### src/rtl/rxs_pkg.sv
package rxs_pkg;
  typedef enum logic [1:0] {
    XC_SPAN = 2'd0,
    XC_ONE  = 2'd1,
    XC_BAD  = 2'd2,
    XC_PAIR = 2'd3
  } xfer_char_e;
endpackage

### src/rtl/rxs_slot_counter.sv
module rxs_slot_counter #(
  parameter int SLOT_W = 5
) (
  input  logic              clk,
  input  logic              rst,
  output logic [SLOT_W-1:0] cnt_q,
  output logic [SLOT_W-1:0] cnt_nxt
);
  localparam logic [SLOT_W-1:0] STEP = SLOT_W'(1);

  assign cnt_nxt = cnt_q + STEP;

  always_ff @(posedge clk) begin
    if (rst) cnt_q <= '0;
    else     cnt_q <= cnt_nxt;
  end
endmodule

### src/rtl/rxs_instr_hold.sv
module rxs_instr_hold
  import rxs_pkg::*;
#(
  parameter int SLOT_W = 5,
  parameter int SRC_W  = 5,
  parameter int DST_W  = 5,
  parameter int NIS_W  = 3,
  parameter int LEAD   = 2
) (
  input  logic              clk,
  input  logic              rst,
  input  logic              load_acc,
  input  logic [SLOT_W-1:0] ins_slot,
  input  logic [SLOT_W-1:0] ins_wait,
  input  logic [SLOT_W-1:0] ins_timing,
  input  logic [1:0]        ins_char,
  input  logic [SRC_W-1:0]  ins_src,
  input  logic [DST_W-1:0]  ins_dst,
  input  logic [NIS_W-1:0]  ins_nis,
  output xfer_char_e        cur_char,
  output logic [SRC_W-1:0]  cur_src,
  output logic [DST_W-1:0]  cur_dst,
  output logic [NIS_W-1:0]  cur_nis,
  output logic [SLOT_W-1:0] start_slot,
  output logic [SLOT_W-1:0] fetch_slot,
  output logic [SLOT_W-1:0] fetch_off,
  output logic [SLOT_W-1:0] xfer_last,
  output logic [SLOT_W-1:0] done_off
);
  localparam logic [SLOT_W-1:0] LEAD_C = SLOT_W'(LEAD);

  logic [SLOT_W-1:0] h_slot, h_wait, h_timing;
  xfer_char_e        h_char;
  logic [SRC_W-1:0]  h_src;
  logic [DST_W-1:0]  h_dst;
  logic [NIS_W-1:0]  h_nis;
  logic [SLOT_W-1:0] c_slot, c_wait, c_timing;

  always_ff @(posedge clk) begin
    if (rst) begin
      h_slot   <= '0;
      h_wait   <= '0;
      h_timing <= '0;
      h_char   <= XC_SPAN;
      h_src    <= '0;
      h_dst    <= '0;
      h_nis    <= '0;
    end else if (load_acc) begin
      h_slot   <= ins_slot;
      h_wait   <= ins_wait;
      h_timing <= ins_timing;
      h_char   <= xfer_char_e'(ins_char);
      h_src    <= ins_src;
      h_dst    <= ins_dst;
      h_nis    <= ins_nis;
    end
  end

  // The instruction that governs the upcoming cycle: the incoming one on a load.
  always_comb begin
    if (load_acc) begin
      c_slot   = ins_slot;
      c_wait   = ins_wait;
      c_timing = ins_timing;
      cur_char = xfer_char_e'(ins_char);
      cur_src  = ins_src;
      cur_dst  = ins_dst;
      cur_nis  = ins_nis;
    end else begin
      c_slot   = h_slot;
      c_wait   = h_wait;
      c_timing = h_timing;
      cur_char = h_char;
      cur_src  = h_src;
      cur_dst  = h_dst;
      cur_nis  = h_nis;
    end
  end

  // Slot sums wrap naturally in SLOT_W bits (modulo 32 by default).
  assign start_slot = c_slot + c_wait + LEAD_C;
  assign fetch_slot = c_slot + c_timing + LEAD_C;
  assign fetch_off  = c_timing - c_wait;

  always_comb begin
    case (cur_char)
      XC_SPAN: xfer_last = fetch_off;
      XC_PAIR: xfer_last = SLOT_W'(1);
      default: xfer_last = '0;
    endcase
    if (cur_char == XC_PAIR && fetch_off == '0) done_off = SLOT_W'(1);
    else                                        done_off = fetch_off;
  end
endmodule

### src/rtl/rxs_window_fsm.sv
module rxs_window_fsm #(
  parameter int SLOT_W = 5
) (
  input  logic              clk,
  input  logic              rst,
  input  logic              load_acc,
  input  logic [SLOT_W-1:0] cnt_nxt,
  input  logic [SLOT_W-1:0] start_slot,
  input  logic [SLOT_W-1:0] done_off,
  output logic              ready,
  output logic              run_n,
  output logic              hold_n,
  output logic [SLOT_W-1:0] k_n
);
  logic              wait_q, run_q, wait_n;
  logic [SLOT_W-1:0] k_q;

  always_comb begin
    wait_n = 1'b0;
    run_n  = 1'b0;
    k_n    = k_q;
    if (load_acc || wait_q) begin
      if (cnt_nxt == start_slot) begin
        run_n = 1'b1;
        k_n   = '0;
      end else begin
        wait_n = 1'b1;
      end
    end else if (run_q && k_q != done_off) begin
      run_n = 1'b1;
      k_n   = k_q + SLOT_W'(1);
    end
  end

  assign hold_n = wait_n || run_n;
  assign ready  = !wait_q && !run_q;

  always_ff @(posedge clk) begin
    if (rst) begin
      wait_q <= 1'b0;
      run_q  <= 1'b0;
      k_q    <= '0;
    end else begin
      wait_q <= wait_n;
      run_q  <= run_n;
      k_q    <= k_n;
    end
  end

  p_take_drop_r2: assert property (@(posedge clk) disable iff (rst)
    load_acc |=> !ready);
  p_no_double_state_r2: assert property (@(posedge clk) disable iff (rst)
    !(wait_q && run_q));
endmodule

### src/rtl/rxs_seq_top.sv
module rxs_seq_top
  import rxs_pkg::*;
#(
  parameter int SLOT_W = 5,
  parameter int SRC_W  = 5,
  parameter int DST_W  = 5,
  parameter int NIS_W  = 3,
  parameter int LEAD   = 2
) (
  input  logic              clk,
  input  logic              rst,
  input  logic              ins_valid,
  output logic              ins_ready,
  input  logic [SLOT_W-1:0] ins_slot,
  input  logic [SLOT_W-1:0] ins_wait,
  input  logic [SLOT_W-1:0] ins_timing,
  input  logic [1:0]        ins_char,
  input  logic [SRC_W-1:0]  ins_src,
  input  logic [DST_W-1:0]  ins_dst,
  input  logic [NIS_W-1:0]  ins_next_src,
  output logic [SLOT_W-1:0] minor_cycle,
  output logic              xfer_en,
  output logic [SRC_W-1:0]  xfer_src,
  output logic [DST_W-1:0]  xfer_dst,
  output logic              fetch_strobe,
  output logic [SLOT_W-1:0] fetch_slot_o,
  output logic [NIS_W-1:0]  fetch_src,
  output logic              illegal
);
  logic              load_acc, run_n, hold_n;
  logic [SLOT_W-1:0] cnt_nxt, k_n;
  logic [SLOT_W-1:0] start_slot, fetch_slot, fetch_off, xfer_last, done_off;
  xfer_char_e        cur_char;
  logic [SRC_W-1:0]  cur_src;
  logic [DST_W-1:0]  cur_dst;
  logic [NIS_W-1:0]  cur_nis;

  assign load_acc = ins_valid && ins_ready;

  rxs_slot_counter #(.SLOT_W(SLOT_W)) u_cnt (
    .clk(clk), .rst(rst), .cnt_q(minor_cycle), .cnt_nxt(cnt_nxt)
  );

  rxs_instr_hold #(
    .SLOT_W(SLOT_W), .SRC_W(SRC_W), .DST_W(DST_W), .NIS_W(NIS_W), .LEAD(LEAD)
  ) u_hold (
    .clk(clk), .rst(rst), .load_acc(load_acc),
    .ins_slot(ins_slot), .ins_wait(ins_wait), .ins_timing(ins_timing),
    .ins_char(ins_char), .ins_src(ins_src), .ins_dst(ins_dst), .ins_nis(ins_next_src),
    .cur_char(cur_char), .cur_src(cur_src), .cur_dst(cur_dst), .cur_nis(cur_nis),
    .start_slot(start_slot), .fetch_slot(fetch_slot), .fetch_off(fetch_off),
    .xfer_last(xfer_last), .done_off(done_off)
  );

  rxs_window_fsm #(.SLOT_W(SLOT_W)) u_fsm (
    .clk(clk), .rst(rst), .load_acc(load_acc), .cnt_nxt(cnt_nxt),
    .start_slot(start_slot), .done_off(done_off),
    .ready(ins_ready), .run_n(run_n), .hold_n(hold_n), .k_n(k_n)
  );

  // Output stage: every output is registered and lines up with minor_cycle.
  always_ff @(posedge clk) begin
    if (rst) begin
      xfer_en      <= 1'b0;
      xfer_src     <= '0;
      xfer_dst     <= '0;
      fetch_strobe <= 1'b0;
      fetch_slot_o <= '0;
      fetch_src    <= '0;
      illegal      <= 1'b0;
    end else begin
      xfer_en      <= run_n && (k_n <= xfer_last) && (cur_char != XC_BAD);
      xfer_src     <= cur_src;
      xfer_dst     <= cur_dst;
      fetch_strobe <= run_n && (k_n == fetch_off);
      fetch_slot_o <= fetch_slot;
      fetch_src    <= cur_nis;
      illegal      <= hold_n && (cur_char == XC_BAD);
    end
  end

  logic chk_armed;
  always_ff @(posedge clk) begin
    if (rst) chk_armed <= 1'b0;
    else     chk_armed <= 1'b1;
  end

  p_count_step_r1: assert property (@(posedge clk) disable iff (rst)
    chk_armed |-> minor_cycle == ($past(minor_cycle) + SLOT_W'(1)));
  p_idle_quiet_r2: assert property (@(posedge clk) disable iff (rst)
    ins_ready |-> (!xfer_en && !fetch_strobe));
  p_start_slot_r3: assert property (@(posedge clk) disable iff (rst || !chk_armed)
    $rose(xfer_en) |-> minor_cycle == start_slot);
  p_fetch_slot_r4: assert property (@(posedge clk) disable iff (rst)
    fetch_strobe |-> minor_cycle == fetch_slot_o);
  p_single_fetch_r4: assert property (@(posedge clk) disable iff (rst)
    fetch_strobe |=> !fetch_strobe);
  p_span_end_r5: assert property (@(posedge clk) disable iff (rst || !chk_armed)
    ($fell(xfer_en) && $past(cur_char) == XC_SPAN) |-> $past(fetch_strobe));
  p_one_word_r6: assert property (@(posedge clk) disable iff (rst)
    (xfer_en && cur_char == XC_ONE) |=> !xfer_en);
  p_two_word_r7: assert property (@(posedge clk) disable iff (rst || !chk_armed)
    ($rose(xfer_en) && cur_char == XC_PAIR) |=> xfer_en);
  p_bad_gate_r8: assert property (@(posedge clk) disable iff (rst)
    illegal |-> !xfer_en);
endmodule

### config.mk
export PLATFORM = sky130hd
export DESIGN_NAME = rxs_seq_top
export DESIGN_NICKNAME = d
export VERILOG_FILES = /design/src/rtl/rxs_pkg.sv /design/src/rtl/rxs_slot_counter.sv /design/src/rtl/rxs_instr_hold.sv /design/src/rtl/rxs_window_fsm.sv /design/src/rtl/rxs_seq_top.sv
export SDC_FILE = /design/constraint.sdc
export NUM_CORES = 1
export LEC_CHECK = 0
export BUFFER_PORTS_ARGS = -buffer_cell sky130_fd_sc_hd__buf_4
export CORE_MARGIN = 3
export CORE_UTILIZATION = 45
export DETAILED_ROUTE_END_ITERATION = 8
export PLACE_DENSITY = 0.78
export SLEW_MARGIN = 20
export SYNTH_ARGS = -nofsm -noshare
export SYNTH_HDL_FRONTEND = slang
export SYNTH_HIERARCHICAL = 1
export SYNTH_SLANG_ARGS = --single-unit
### constraint.sdc
create_clock -name clk -period 13.2 [get_ports clk]
set_clock_uncertainty 0.05 [all_clocks]
set_input_delay 1.98 -clock clk [delete_from_list [all_inputs] [get_ports clk]]
set_output_delay 1.98 -clock clk [all_outputs]
set_load 0.1 [all_outputs]
# After elaboration in Yosys (flattened, before gate mapping)
# Index checks and enable logic that the tools add are counted.
[classes]
mux = 14
n_reduce_logical = 14
addsub = 7
n_eq_ne = 6
magnitude_cmp = 1
[ops]
columns = ["op", "n"]
rows = [
  ["$mux 5", 7],
  ["$add 5x1->5 const B", 2],
  ["$add 5x2->5 const B", 2],
  ["$add 5x5->5", 2],
  ["$eq 5x5->1", 2],
  ["$pmux 5 s2", 1],
  ["$logic_and 1x1->1", 8],
  ["$le 5x5->1", 1],
  ["$logic_not 5->1", 1],
  ["$mux 1", 5],
  ["$ne 5x5->1", 1],
  ["$sub 5x5->5", 1],
  ["$eq 2x2->1 const B", 2],
  ["$logic_not 1->1", 2],
  ["$logic_not 2->1", 1],
  ["$logic_or 1x1->1", 2],
  ["$mux 2", 1],
  ["$ne 2x2->1 const B", 1],
]
[totals]
elab_cells = 57
reg_bits = 50
inputBits = 33

# Logic depth before layout (Yosys ltp)
[depth]
ltp_word = 15
mapped_depth = 22

# Hierarchy
# Netlist, hierarchy kept.
[by_module_without_submodules]
columns = ["module", "cells_each", "n_inst", "area_each_um2", "seq_area_each_um2"]
rows = [
  ["rxs_instr_hold", 176, 1, 1795.5, 600.6],
  ["rxs_seq_top", 72, 1, 775.7, 420.4],
  ["rxs_window_fsm", 59, 1, 518.0, 140.1],
  ["rxs_slot_counter", 21, 1, 230.2, 100.1],
]

# Worst setup path after synthesis
# Ideal clock, no wire load.
[synth_timing]
kind = "input to register"
startpoint = "input port ins_valid"
endpoint = "register xfer_en"
stages = 21
setup_time_ns = 0.070
n_path_buf = 3
path_slack_ns = 7.403
t_arrival_ns = 5.677
path_cell_list = "and2_1 buf_4 buf_4 buf_4 mux2i_1 inv_1 ha_1 ha_1 a21o_1 a21oi_1 xnor2_1 xnor2_1 nand3_1 or3_4 and2_4 inv_2 o22ai_1 ha_1 nand4_1 or2_0 a21oi_1"
[synth_lines]
columns = ["element", "line_no", "rtl"]
rows = [
  ["start, declared", "rxs_seq_top.sv:12", "input logic ins_valid,"],
  ["$logic_and 1x1->1", "rxs_seq_top.sv:38", "assign load_acc = ins_valid && ins_ready;"],
  ["$mux 5", "rxs_instr_hold.sv:61", "if (load_acc) begin"],
  ["via u_hold.c_wait[2]", "rxs_instr_hold.sv:37", "logic [SLOT_W-1:0] c_slot, c_wait, c_timing;"],
  ["$add 5x5->5", "rxs_instr_hold.sv:81", "assign start_slot = c_slot + c_wait + LEAD_C;"],
  ["$add 5x2->5", "rxs_instr_hold.sv:81", ""],
  ["via start_slot[4]", "rxs_seq_top.sv:32", "logic [SLOT_W-1:0] start_slot, fetch_slot, fetch_off, xfer_last, done_off;"],
  ["$eq 5x5->1", "rxs_window_fsm.sv:23", "if (cnt_nxt == start_slot) begin"],
  ["$mux 1", "rxs_window_fsm.sv:23", ""],
  ["$mux 1", "rxs_window_fsm.sv:22", "if (load_acc || wait_q) begin"],
  ["via run_n", "rxs_seq_top.sv:30", "logic load_acc, run_n, hold_n;"],
  ["$logic_and 1x1->1 (2 in a row)", "rxs_seq_top.sv:72", "xfer_en <= run_n && (k_n <= xfer_last) && (cur_char != XC_BAD);"],
  ["end signal, assigned", "rxs_seq_top.sv:72", ""],
  ["end, declared", "rxs_seq_top.sv:22", "output logic xfer_en,"],
]
# The timed path passes the listed nets, and every way through them passes these cells.
# A chain may end at the register's enable or synchronous reset.

# Worst setup path in the final report
[layout_timing]
startpoint = "input port ins_valid"
endpoint = "register xfer_en"
[layout_lines]
columns = ["element", "line_no", "rtl"]
rows = [
  ["$logic_and 1x1->1 *", "rxs_seq_top.sv:38", ""],
  ["via load_acc", "rxs_seq_top.sv:30", ""],
  ["$mux 5 *", "rxs_instr_hold.sv:61", ""],
  ["via u_hold.c_wait[0]", "rxs_instr_hold.sv:37", ""],
  ["$sub 5x5->5 *", "rxs_instr_hold.sv:83", "assign fetch_off = c_timing - c_wait;"],
  ["$logic_not 5->1", "rxs_instr_hold.sv:91", "if (cur_char == XC_PAIR && fetch_off == '0) done_off = SLOT_W'(1);"],
  ["$logic_and 1x1->1", "rxs_instr_hold.sv:91", ""],
  ["$mux 5 *", "rxs_instr_hold.sv:91", ""],
  ["via done_off[0]", "rxs_seq_top.sv:32", ""],
  ["$ne 5x5->1 *", "rxs_window_fsm.sv:29", "end else if (run_q && k_q != done_off) begin"],
  ["$logic_and 1x1->1 *", "rxs_window_fsm.sv:29", ""],
  ["$mux 1 *", "rxs_window_fsm.sv:29", ""],
  ["$mux 1 *", "rxs_window_fsm.sv:22", ""],
  ["via run_n", "rxs_seq_top.sv:30", ""],
  ["$logic_and 1x1->1 * (2 in a row)", "rxs_seq_top.sv:72", ""],
]
# The timed path passes the listed nets; every way through them passes the cells marked *.

==> results_dict.tcl <==
set metrics [dict create \
    seqPwrFrac 0.305 \
    nNetsFinal 451 \
    route.met3.wl_um 271 \
    post_cts_buffers 0 \
    fp.coreArea_mm2 0.00698 \
    cts.sinks 63 \
    m1WireLength_um 2790 \
    p_sw_mw 0.281 \
    crit_path_max_fanout 34 \
    synth_seq_area_share 0.380 \
    ys.flop_type "dfxtp_1" \
    die_x_um 91.9 \
    p_total_mw 0.713 \
    antenna_found_initial 0 \
    place_area_mm2 0.00382 \
    port_buffers 59 \
    status "finished clean" \
    grt_pass1_wl_um 10400 \
    synthCells 328 \
    dieArea_mm2 0.00844 \
    post_drt_wl_per_cell_um 12.3 \
    leakagePower_nw 1.93 \
    slew_headroom 0.392 \
    power_switching_share 0.394 \
    cts_buffer_depth 2 \
    place_congestion 0.869 \
    routed_wl_um 6030 \
    boundaryPins 60 \
    post-route-drc-count 0 \
    cts_hold_repair.buffers 0 \
    drive_above_1_share 0.288 \
    criticalPathCategory "in -> reg" \
    min_path_type "reg -> reg" \
    period_share 0.460 \
    die-height_um 91.9 \
    finalHoldViolations 0 \
    grt-ovfl-total 0 \
    synth.cell_area_mm2 0.00332 \
    routed_via_density 4.82 \
    rows 30 \
    synth_edf_count 0 \
    diodes 0 \
    max_cap_violations 0 \
    pwr-share-comb 0.425 \
    via_count 2355 \
    top_layer_used "met4" \
    grt_usage 0.153 \
    worst_pin_slew_ns 0.912 \
    async_flop_share 0 \
    p_per_area_mw_per_mm2 176 \
    most-common-layout-cells "dfxtp_1 (63), buf_4 (59), nor2b_1 (42)" \
    fin_setup_tns_ns 0 \
    clk_latency_ns 0.35 \
    ir_drop_uv 134 \
    yosysWarnings 6 \
    ys_seq_elements 63 \
    rsz0062_at_grt "false" \
    drtPass1Iterations 4 \
    setup_violations 0 \
    cts.htree.levels 3 \
    ctsResizeCount 0 \
    grt_max_degree 67 \
    slew_violations 0 \
    fmax_ghz 0.165 \
    cp_data_required_time_ns 13.43 \
    clkSlewWorstSetupHoldPaths_ns 0.08 \
    syn_nets 391 \
    antenna_left 0 \
    layout_commonest_cell "dfxtp_1" \
    start_kind "primary input" \
    endpoint_kind "register" \
    yosys.cell_types.count 51 \
    syn_area_per_cell_um2 10.1 \
    grt_pass1_vias 2281 \
    period_minus_slack_ns 6.07 \
    area_growth_syn_to_layout_pct 22.1 \
    root_buffer "clkbuf_8" \
    worstPathArrival_ns 6.30 \
    final_area_mm2 0.00405 \
    wl_met2_um 2870 \
    dpl.hpwl_um 4410 \
    start_util 0.475 \
    first_iter_violations 73 \
    cts_buffers 9 \
    cts_tree "yes" \
    clock_power_share 0.270 \
    intPower_mw 0.432 \
]
[synth_stat cells, types with 3 or more instances]
| cell | instances | area [µm²] |
|---|---|---|
| ha_1 | 27 | 338 |
| nand3_1 | 4 | 20.0 |
| o31ai_1 | 3 | 22.5 |
| nor2b_1 | 42 | 263 |
| clkbuf_1 | 3 | 11.3 |
| xnor2_1 | 17 | 149 |
| dfxtp_1 | 63 | 1260 |
| a21oi_1 | 8 | 40.0 |
| buf_4 | 3 | 22.5 |
| mux2i_1 | 16 | 160 |
| nand2_1 | 8 | 30.0 |
| nor2_1 | 20 | 75.1 |
| nand3_2 | 3 | 30.0 |
| and2b_1 | 3 | 22.5 |
| fa_1 | 3 | 60.1 |
| inv_1 | 30 | 113 |
| o21ai_0 | 4 | 20.0 |
| xor2_1 | 12 | 105 |
| mux2_2 | 19 | 214 |
[worst max-delay path, cell delays in order]
cell and delay, ns:
buf_4 0.07, and2_2 0.72, mux2_2 0.45, ha_1 0.26, fa_1 0.41, nor2b_1 0.13, o21a_1 0.13, o21ai_0 0.15
a41o_1 0.27, xnor2_1 0.13, nand2_1 0.14, o211ai_4 0.30, and2_4 0.21, inv_2 0.04, o22ai_1 0.23, ha_1 0.19
nand4_1 0.09, or2_0 0.23, a21oi_1 0.14
[final cells by class]
| cell class | instances | area [µm²] |
|---|---|---|
| Fill cell | 631 | 2930 |
| Multi-Input combinational cell | 224 | 1880 |
| Sequential cell | 63 | 1260 |
| Timing Repair Buffer | 59 | 443 |
| Clock buffer | 9 | 124 |
| Tap cell | 96 | 120 |
| Inverter | 31 | 116 |
| Clock inverter | 7 | 104 |
[stage by stage]
stage / setup slack (ns) / utilization / hold WS [ns] / std cells
global route: 6.80 / 0.580 / 0.486 / 489
finish: 7.13 / 0.580 / 0.441 / 489
floorplan: 7.40 / - / 0.431 / 328
global placement: 6.88 / 0.548 / 0.424 / 473
CTS: 7.13 / 0.580 / 0.449 / 489
detailed placement: 6.77 / 0.548 / 0.434 / 473
[metal layers]
metal	GRT usage	vias to the layer above
met3	0.0451	8
met4	0.0656	0
met5	0	-
met1	0.194	1090
met2	0.241	42
li1	-	1215
[sequential cells by signal, indices dropped and copies added (netlist names), 2 cells and up]
register         flops
u_hold/h_wait        5
u_hold/h_dst         5
xfer_dst             5
u_hold/h_slot        5
u_hold/h_timing      5
u_hold/h_nis         3
u_cnt/cnt_q          5
u_fsm/k_q            5
u_hold/h_char        2
u_hold/h_src         5
fetch_src            3
xfer_src             5
fetch_slot_o         5
[kinds of logic (layout without fill, tap and decap cells)]
group | Yosys count | count (layout) | share of synthesized area
and+or+nand+nor | 98 | 98 | 0.178
buffers and inverters | 41 | 106 | 0.0528
AOI/OAI and AO/OA | 29 | 29 | 0.0663
adders and majority gates | 30 | 30 | 0.120
DFF | 63 | 63 | 0.380
xor gates and xnor gates | 30 | 30 | 0.0814
muxes | 37 | 37 | 0.122
[power groups by stage]
stage	clock (mW)	sequential (mW)	combinational, mW
3_3_place_gp	0	0.222	0.299
3_5_place_dp	0	0.222	0.304
2_1_floorplan	0	0.292	0.178
6_report	0.192	0.218	0.303
4_1_cts	0.197	0.218	0.305
5_1_grt	0.204	0.220	0.333
[path summary, 6_finish.rpt]
check | startpoint | endpoint | slack (ns) | cells after the start
max | ins_valid | xfer_en$_SDFF_PP0_ | 7.13 | 19
min reg2reg | u_cnt/cnt_q[0]$_SDFF_PP0_ | u_cnt/cnt_q[0]$_SDFF_PP0_ | 0.44 | 1
min | u_cnt/cnt_q[0]$_SDFF_PP0_ | u_cnt/cnt_q[0]$_SDFF_PP0_ | 0.44 | 1
max reg2reg | u_fsm/run_q$_SDFF_PP0_ | xfer_en$_SDFF_PP0_ | 8.24 | 19
(Power assumes the default switching activity.)
